<file path="src/rtl/errlat_pkg.sv">
package errlat_pkg;
  typedef enum logic {
    SEL_STATUS = 1'b0,
    SEL_ENTRY  = 1'b1
  } reg_sel_e;

  localparam int ERR_BAD_REG_ADDR = 0;
  localparam int ERR_RX_BAD_VEC   = 1;
  localparam int ERR_TX_BAD_VEC   = 2;
  localparam int ERR_REDIR_IPI    = 3;
  localparam int ERR_RX_ACCEPT    = 4;
  localparam int ERR_TX_ACCEPT    = 5;
  localparam int ERR_RX_CHKSUM    = 6;
  localparam int ERR_TX_CHKSUM    = 7;
  localparam int ERR_COUNT        = 8;

  localparam int ENT_DS_BIT   = 12;
  localparam int ENT_MASK_BIT = 16;
endpackage

</file>
<file path="src/rtl/errlat_accum.sv">
module errlat_accum #(
  parameter int ERR_W        = 8,
  parameter bit IRQ_ON_FRESH = 1'b1
) (
  input  logic             clk,
  input  logic             rst,
  input  logic [ERR_W-1:0] err_evt,
  input  logic             snap_wr,
  output logic [ERR_W-1:0] status_q,
  output logic             trig
);
  logic [ERR_W-1:0] temp_q;
  logic [ERR_W-1:0] temp_eff;

  // A status write clears the accumulator before this cycle's strobes land
  assign temp_eff = snap_wr ? '0 : temp_q;

  generate
    if (IRQ_ON_FRESH) begin : g_fresh
      assign trig = |(err_evt & ~temp_eff);
    end else begin : g_first
      assign trig = (temp_eff == '0) && (err_evt != '0);
    end
  endgenerate

  generate
    for (genvar i = 0; i < ERR_W; i++) begin : g_bit
      always_ff @(posedge clk) begin
        if (rst) begin
          temp_q[i]   <= 1'b0;
          status_q[i] <= 1'b0;
        end else begin
          temp_q[i] <= temp_eff[i] | err_evt[i];
          if (snap_wr) status_q[i] <= temp_q[i];
        end
      end
    end
  endgenerate

  assert_accum_grows_R1: assert property (@(posedge clk) disable iff (rst)
    !snap_wr |=> ((temp_q & $past(temp_q)) == $past(temp_q)));
  assert_status_holds_R2: assert property (@(posedge clk) disable iff (rst)
    !snap_wr |=> $stable(status_q));
  assert_snapshot_R3: assert property (@(posedge clk) disable iff (rst)
    snap_wr |=> (status_q == $past(temp_q)));
  assert_same_cycle_evt_R4: assert property (@(posedge clk) disable iff (rst)
    snap_wr |=> (temp_q == $past(err_evt)));
endmodule

</file>
<file path="src/rtl/errlat_entry.sv">
module errlat_entry #(
  parameter int VEC_W    = 8,
  parameter int DATA_W   = 32,
  parameter int MASK_BIT = 16
) (
  input  logic              clk,
  input  logic              rst,
  input  logic              ent_wr,
  input  logic [DATA_W-1:0] wdata,
  input  logic              trig,
  input  logic              irq_ack,
  output logic [VEC_W-1:0]  vec_q,
  output logic              mask_q,
  output logic              pend_q
);
  logic fire;
  assign fire = trig && !mask_q;

  always_ff @(posedge clk) begin
    if (rst) begin
      vec_q  <= '0;
      mask_q <= 1'b1;
    end else if (ent_wr) begin
      vec_q  <= wdata[VEC_W-1:0];
      mask_q <= wdata[MASK_BIT];
    end
  end

  always_ff @(posedge clk) begin
    if (rst)          pend_q <= 1'b0;
    else if (fire)    pend_q <= 1'b1;
    else if (irq_ack) pend_q <= 1'b0;
  end

  assert_unmasked_raises_R6: assert property (@(posedge clk) disable iff (rst)
    (trig && !mask_q) |=> pend_q);
  assert_masked_quiet_R6: assert property (@(posedge clk) disable iff (rst)
    (mask_q && !pend_q) |=> !pend_q);
  assert_ack_clears_R8: assert property (@(posedge clk) disable iff (rst)
    (irq_ack && !trig) |=> !pend_q);
  assert_pend_needs_trig_R8: assert property (@(posedge clk) disable iff (rst)
    $rose(pend_q) |-> $past(trig));
endmodule

</file>
<file path="src/rtl/error_status_latch.sv">
module error_status_latch
  import errlat_pkg::*;
#(
  parameter int ERR_W        = ERR_COUNT,
  parameter int VEC_W        = 8,
  parameter int DATA_W       = 32,
  parameter bit IRQ_ON_FRESH = 1'b1
) (
  input  logic              clk,
  input  logic              rst,
  input  logic [ERR_W-1:0]  err_evt,
  input  logic              reg_wr,
  input  logic              reg_rd,
  input  logic              reg_sel,
  input  logic [DATA_W-1:0] reg_wdata,
  output logic [DATA_W-1:0] reg_rdata,
  output logic              irq_req,
  output logic [VEC_W-1:0]  irq_vector,
  input  logic              irq_ack
);
  localparam int PAD_W = DATA_W - ERR_W;

  logic             snap_wr, ent_wr, trig, mask_q, pend_q;
  logic [ERR_W-1:0] status_q;
  logic [VEC_W-1:0] vec_q;
  logic [DATA_W-1:0] ent_word, stat_word;

  assign snap_wr = reg_wr && (reg_sel == SEL_STATUS);
  assign ent_wr  = reg_wr && (reg_sel == SEL_ENTRY);

  errlat_accum #(.ERR_W(ERR_W), .IRQ_ON_FRESH(IRQ_ON_FRESH)) u_accum (
    .clk(clk), .rst(rst), .err_evt(err_evt), .snap_wr(snap_wr),
    .status_q(status_q), .trig(trig)
  );

  errlat_entry #(.VEC_W(VEC_W), .DATA_W(DATA_W), .MASK_BIT(ENT_MASK_BIT)) u_entry (
    .clk(clk), .rst(rst), .ent_wr(ent_wr), .wdata(reg_wdata), .trig(trig),
    .irq_ack(irq_ack), .vec_q(vec_q), .mask_q(mask_q), .pend_q(pend_q)
  );

  always_comb begin
    ent_word               = '0;
    ent_word[VEC_W-1:0]    = vec_q;
    ent_word[ENT_DS_BIT]   = pend_q;
    ent_word[ENT_MASK_BIT] = mask_q;
  end

  assign stat_word = {{PAD_W{1'b0}}, status_q};

  always_ff @(posedge clk) begin
    if (rst)         reg_rdata <= '0;
    else if (reg_rd) reg_rdata <= (reg_sel == SEL_ENTRY) ? ent_word : stat_word;
  end

  assign irq_req    = pend_q;
  assign irq_vector = vec_q;

  assert_rdata_holds_R11: assert property (@(posedge clk) disable iff (rst)
    !reg_rd |=> $stable(reg_rdata));
  assert_ds_matches_irq_R7: assert property (@(posedge clk) disable iff (rst)
    (reg_rd && reg_sel == SEL_ENTRY) |=> (reg_rdata[ENT_DS_BIT] == $past(irq_req)));
endmodule

</file>
<file path="config.mk">
export PLATFORM = sky130hd
export DESIGN_NAME = error_status_latch
export DESIGN_NICKNAME = d
export VERILOG_FILES = /design/src/rtl/errlat_pkg.sv /design/src/rtl/errlat_accum.sv /design/src/rtl/errlat_entry.sv /design/src/rtl/error_status_latch.sv
export SDC_FILE = /design/constraint.sdc
export NUM_CORES = 1
export LEC_CHECK = 0
export ABC_CLOCK_PERIOD_IN_PS = 2300
export BUFFER_PORTS_ARGS = -buffer_cell sky130_fd_sc_hd__buf_2
export CAP_MARGIN = 20
export CORE_UTILIZATION = 45
export DETAILED_ROUTE_END_ITERATION = 16
export GPL_ROUTABILITY_DRIVEN = 1
export PLACE_DENSITY = 0.82
export SYNTH_ARGS = -nofsm -noshare
export SYNTH_HDL_FRONTEND = slang
export SYNTH_HIERARCHICAL = 1
export SYNTH_SLANG_ARGS = --single-unit
</file>
<file path="constraint.sdc">
create_clock -name clk -period 2.3 [get_ports clk]
set_input_delay 0.115 -clock clk [delete_from_list [all_inputs] [get_ports clk]]
set_output_delay 0.115 -clock clk [all_outputs]
set_load 0.005 [all_outputs]
</file>
Word level (Yosys, flattened, before mapping)
Index checks and enable logic that the tools add are counted.
Storage, ports and cells
  input port bits: 46
  register bits: 58
  output and inout bits: 41
  logic and storage cells: 41
Cells by class
  bitwise operators: 11
  multiplexer cells: 4
  reduce and logical (&&, ||, !) cells: 6
Operator list (count)
  2-to-1 mux 17 bit: 1
  AND 8 bit: 1
  2-to-1 mux 8 bit: 1
  inverter 8 bit: 1
  bitwise OR 1 bit: 8
  OR reduction 8 bit: 1
  logical AND 1 bit: 3
  2-to-1 mux 1 bit: 2
  nonzero test 2 bit: 1
  logical NOT 1 bit: 1
  inverter 1 bit: 1

Logic depth before layout (Yosys ltp)
  depth in word-level cells: 8
  mapped depth: 8
  mapped depth without buffers: 6

Hierarchy
Netlist, hierarchy kept.
By module, submodules not included
  errlat_accum: instances 1, cells each 67, sequential area each 320.3 um^2, area each 615.6 um^2
  error_status_latch: instances 1, cells each 69, sequential area each 200.2 um^2, area each 611.8 um^2
  errlat_entry: instances 1, cells each 33, sequential area each 200.2 um^2, area each 361.6 um^2

Worst setup path after synthesis
Ideal clock, no wire load.
  kind: input to register
  from: input reg_sel
  to: register u_entry.pend_q
  buffers on the path: 2
  stages on the path: 8
  setup slack: 0.767 ns
  arrival: 1.414 ns
  cells stage by stage: buf_6 and2b_2 buf_4 clkinv_1 a21oi_1 or4_1 nand2b_1 a21oi_1
Between the ends
  word-level cells in the longest chain between the ends: 8
Ends and longest elaborated chain
  from (decl): line error_status_latch.sv:14  | input logic reg_sel,
  inverter 1 bit (*): line error_status_latch.sv:28  | assign snap_wr = reg_wr && (reg_sel == SEL_STATUS);
  logical AND 1 bit (*): line error_status_latch.sv:28
  named net snap_wr: line error_status_latch.sv:23  | logic snap_wr, ent_wr, trig, mask_q, pend_q;
  2-to-1 mux 8 bit (*): line errlat_accum.sv:16  | assign temp_eff = snap_wr ? '0 : temp_q;
  inverter 8 bit (*): line errlat_accum.sv:20  | assign trig = |(err_evt & ~temp_eff);
  AND 8 bit (*): line errlat_accum.sv:20
  OR reduction 8 bit (*): line errlat_accum.sv:20
  named net trig: line error_status_latch.sv:23
  logical AND 1 bit (*): line errlat_entry.sv:17  | assign fire = trig && !mask_q;
  2-to-1 mux 1 bit / nonzero test 2 bit (equally long branches)
  to (signal assigned): line errlat_entry.sv:30  | if (rst) pend_q <= 1'b0;
  to (signal assigned): line errlat_entry.sv:31  | else if (fire) pend_q <= 1'b1;
  to (signal assigned): line errlat_entry.sv:32  | else if (irq_ack) pend_q <= 1'b0;
  to (decl): line errlat_entry.sv:14  | output logic pend_q
The timed path passes the listed nets; every way through them passes the cells marked *.
A chain may end at the register's enable or synchronous reset.

Worst setup path in the final report
  from: register u_accum.temp_q[1]
  to: register u_entry.pend_q
Between the ends
  word-level cells in the longest chain between the ends: 6
Ends and longest elaborated chain
  from (decl): line errlat_accum.sv:12  | logic [ERR_W-1:0] temp_q;
  from (signal, indexed assignment): line errlat_accum.sv:33  | temp_q[i] <= temp_eff[i] | err_evt[i];
  2-to-1 mux 8 bit (*): line errlat_accum.sv:16
  inverter 8 bit (*): line errlat_accum.sv:20
  AND 8 bit (*): line errlat_accum.sv:20
  OR reduction 8 bit (*): line errlat_accum.sv:20
  named net trig: line error_status_latch.sv:23
  logical AND 1 bit (*): line errlat_entry.sv:17
  2-to-1 mux 1 bit / nonzero test 2 bit (equally long branches)
Marked as above.

==> impl_metrics.toml <==
[outcome]
status = "finished, final reports clean"

[clock_tree]
clock_latency_ps = 330
clock-sinks = 36
h-tree-depth = 2
clk_pin_slew_ps = 100
cts.path.max_buffers = 2
cts_resized = 0
cts_tree = "yes"
cts-buffers-inserted = 5
cts_root_buf = "clkbuf_4"

[place]
dp_cells = 247
gp_congestion = 0.794
dp_hpwl_mm = 1.98
place.port_buffers = 41

[synth]
syn_inst = 169
synth_area_leaders = "dfxtp_1, mux2i_1, buf_4"
yosys_warnings = 6
synth_cell_types = 23
yosys.area.top_type = "dfxtp_1"
syn_area_sq_mm = 0.00159
yosysSeqAreaShare_pct = 45.4
syn-mean-instance-area_sq_um = 9.40
synth.top_cell.area_share_pct = 45.4
synth-seq-cells = 36

[sta]
worst_hold_slack_ps = 12.1
max_freq_mhz = 769
tns_ps = 0
period_share_pct = 56.6
setup_violations = 0
slew_viol_final = 0
layout_min_cycle_time_ps = 1300
slew_headroom_pct = 58.4
tightest_slew_ps = 624
skew_ps = 6.76
finalHoldViolCount = 0
rsz0062_at_grt = "no"

[global_route]
busiest_layer = "met2"
grt_usage_pct = 16.4
grt_pass1_wl_mm = 4.36
grt_max_degree = 37
met2_usage_pct = 24.1
grt-ovfl-total = 0
grtUsageMet3_pct = 8.19
antenna_found_initial = 0
grt_use_met1_pct = 21.0
grt_pass1_vias = 977

[power]
switching_share_pct = 25.3
ir_worst_vdd_v = 0.000347
p_clk_share_pct = 29.3
pwr-share-comb_pct = 12.5
pwr_density_cell_mw_per_mm2 = 651
internal_power_w = 0.000870
power.leakage_nw = 0.848
p_switching_w = 0.000295
pwr-share-seq_pct = 58.2

[worst_setup_path]
critPathKind = "reg -> reg"
required_ps = 2500
critPathMaxFanout = 3
crit_path_end_kind = "flop"
critPathArrivalTime_ps = 1500
cp-start-kind = "flop"

[detailed_routing]
firstDrtPassIters = 4
vias = 1189
viasPerCell = 4.64
routed_wl_mm = 2.68
route.detailed.drc = 0
wl_per_cell_um = 10.5
drtIter0Drc = 47
ant_nets = 0

[finish]
stdcell_count = 256
seqCellArea_sq_um = 721
fin_nets = 255
multiInputGateArea_sq_um = 704
mostFrequentLayoutCells = "buf_2, dfxtp_1, nor2_1, mux2i_1, conb_1"
fillers = 320
n_antenna_cell = 0
drive_above_1_share_pct = 26.2
area_delta_synth_final_pct = 12.6
final_common_cell = "buf_2"

[flow_run]
max_cap_violations = 0

[floorplanning]
ioPinCount = 87
die_x_um = 61.4
dieArea_sq_mm = 0.00377
start_util_pct = 47.2
fp.coreArea_sq_mm = 0.00336
num_rows = 21
die_h_um = 61.4

[hold_path]
hp-class = "in -> reg"
-- power by group through the flow --
stage	clock network [W]	registers [W]	logic [W]
after detailed placement	0	0.000693	0.000144
final	0.000341	0.000678	0.000145
after CTS	0.000352	0.000678	0.000146
after floorplan	0	0.000690	0.000121
after global routing	0.000384	0.000683	0.000168
after global placement	0	0.000692	0.000142
-- cells by family after synthesis --
kind of cell	count (synthesis)	synth area share [%]
multiplexers	24	15.1
flip-flops	36	45.4
buffers and inverters	37	15.3
other	1	0.236
AO/OA/AOI/OAI	24	9.45
AND/OR/NAND/NOR	47	14.6
-- layout make-up --
type,instances,area share [%]
Inverter,6,1.26
Tap cell,46,3.22
Sequential cell,36,40.3
Clock inverter,2,0.559
Timing Repair Buffer,43,12.4
Clock buffer,6,2.87
Multi-Input combinational cell,117,39.4
-- state kept, by name (all words and copies together), names as in the netlist --
name and flops:
u_accum/temp_q 8, u_entry/mask_q 1, u_accum/status_q 8, u_entry/pend_q 1, u_entry/vec_q 8, reg_rdata 10
-- stage by stage --
step	cell area (sq um)	power, W	worst slack [ps]	utilization [%]
floorplan	1670	0.000811	767	-
global placement	1720	0.000833	683	51.1
detailed placement	1720	0.000837	688	51.1
CTS	1790	0.00118	1020	53.2
global route	1790	0.00124	926	53.2
finish	1790	0.00116	999	53.2
-- metal layers --
layer | part of all wire (%) | up-vias
met2 | 44 | 54
met1 | 45 | 529
li1 | - | 602
met5 | 0 | -
met3 | 8.7 | 4
met4 | 1.5 | 0
-- worst max-delay path: stages, from the launching register on --
cell,delay [ps]
dfxtp_1,370
nand2b_1,110
o2111ai_1,100
or4_1,430
nand2b_1,90
a21oi_1,60
-- worst paths after layout --
kind / startpoint / to / slack (ps) / cells past startpoint
min reg2reg: reg_rdata[12]$_SDFFE_PP0P_ / reg_rdata[12]$_SDFFE_PP0P_ / 470 / 2
max: u_accum/temp_q[1]$_SDFF_PP0_ / u_entry/pend_q$_SDFFE_PP0P_ / 1000 / 5
min: reg_wdata[0] / u_entry/vec_q[0]$_SDFFE_PP0P_ / 10 / 3
max reg2reg: u_accum/temp_q[1]$_SDFF_PP0_ / u_entry/pend_q$_SDFFE_PP0P_ / 1000 / 5
-- cell usage after synthesis (all sizes together) --
cell,number
nand3,2
nand2b,7
clkbuf,3
inv,5
a211oi,8
mux2i,24
o2111ai,1
a211o,1
dfxtp,36
and2,1
nor4,2
nor2,32
buf,28
or4,1
clkinv,1
nor2b,1
a21oi,12
and2b,1
o22ai,2
conb,1
-- what timing repair did --
item | 4_1_cts | 5_1_grt
buffers inserted | 0 | 0
endpoints found under the setup margin | 0 | 0
hold buffers | 1 | 0
endpoints found under the hold margin | 1 | 0
Note: power is estimated with default switching activity, not from simulation.
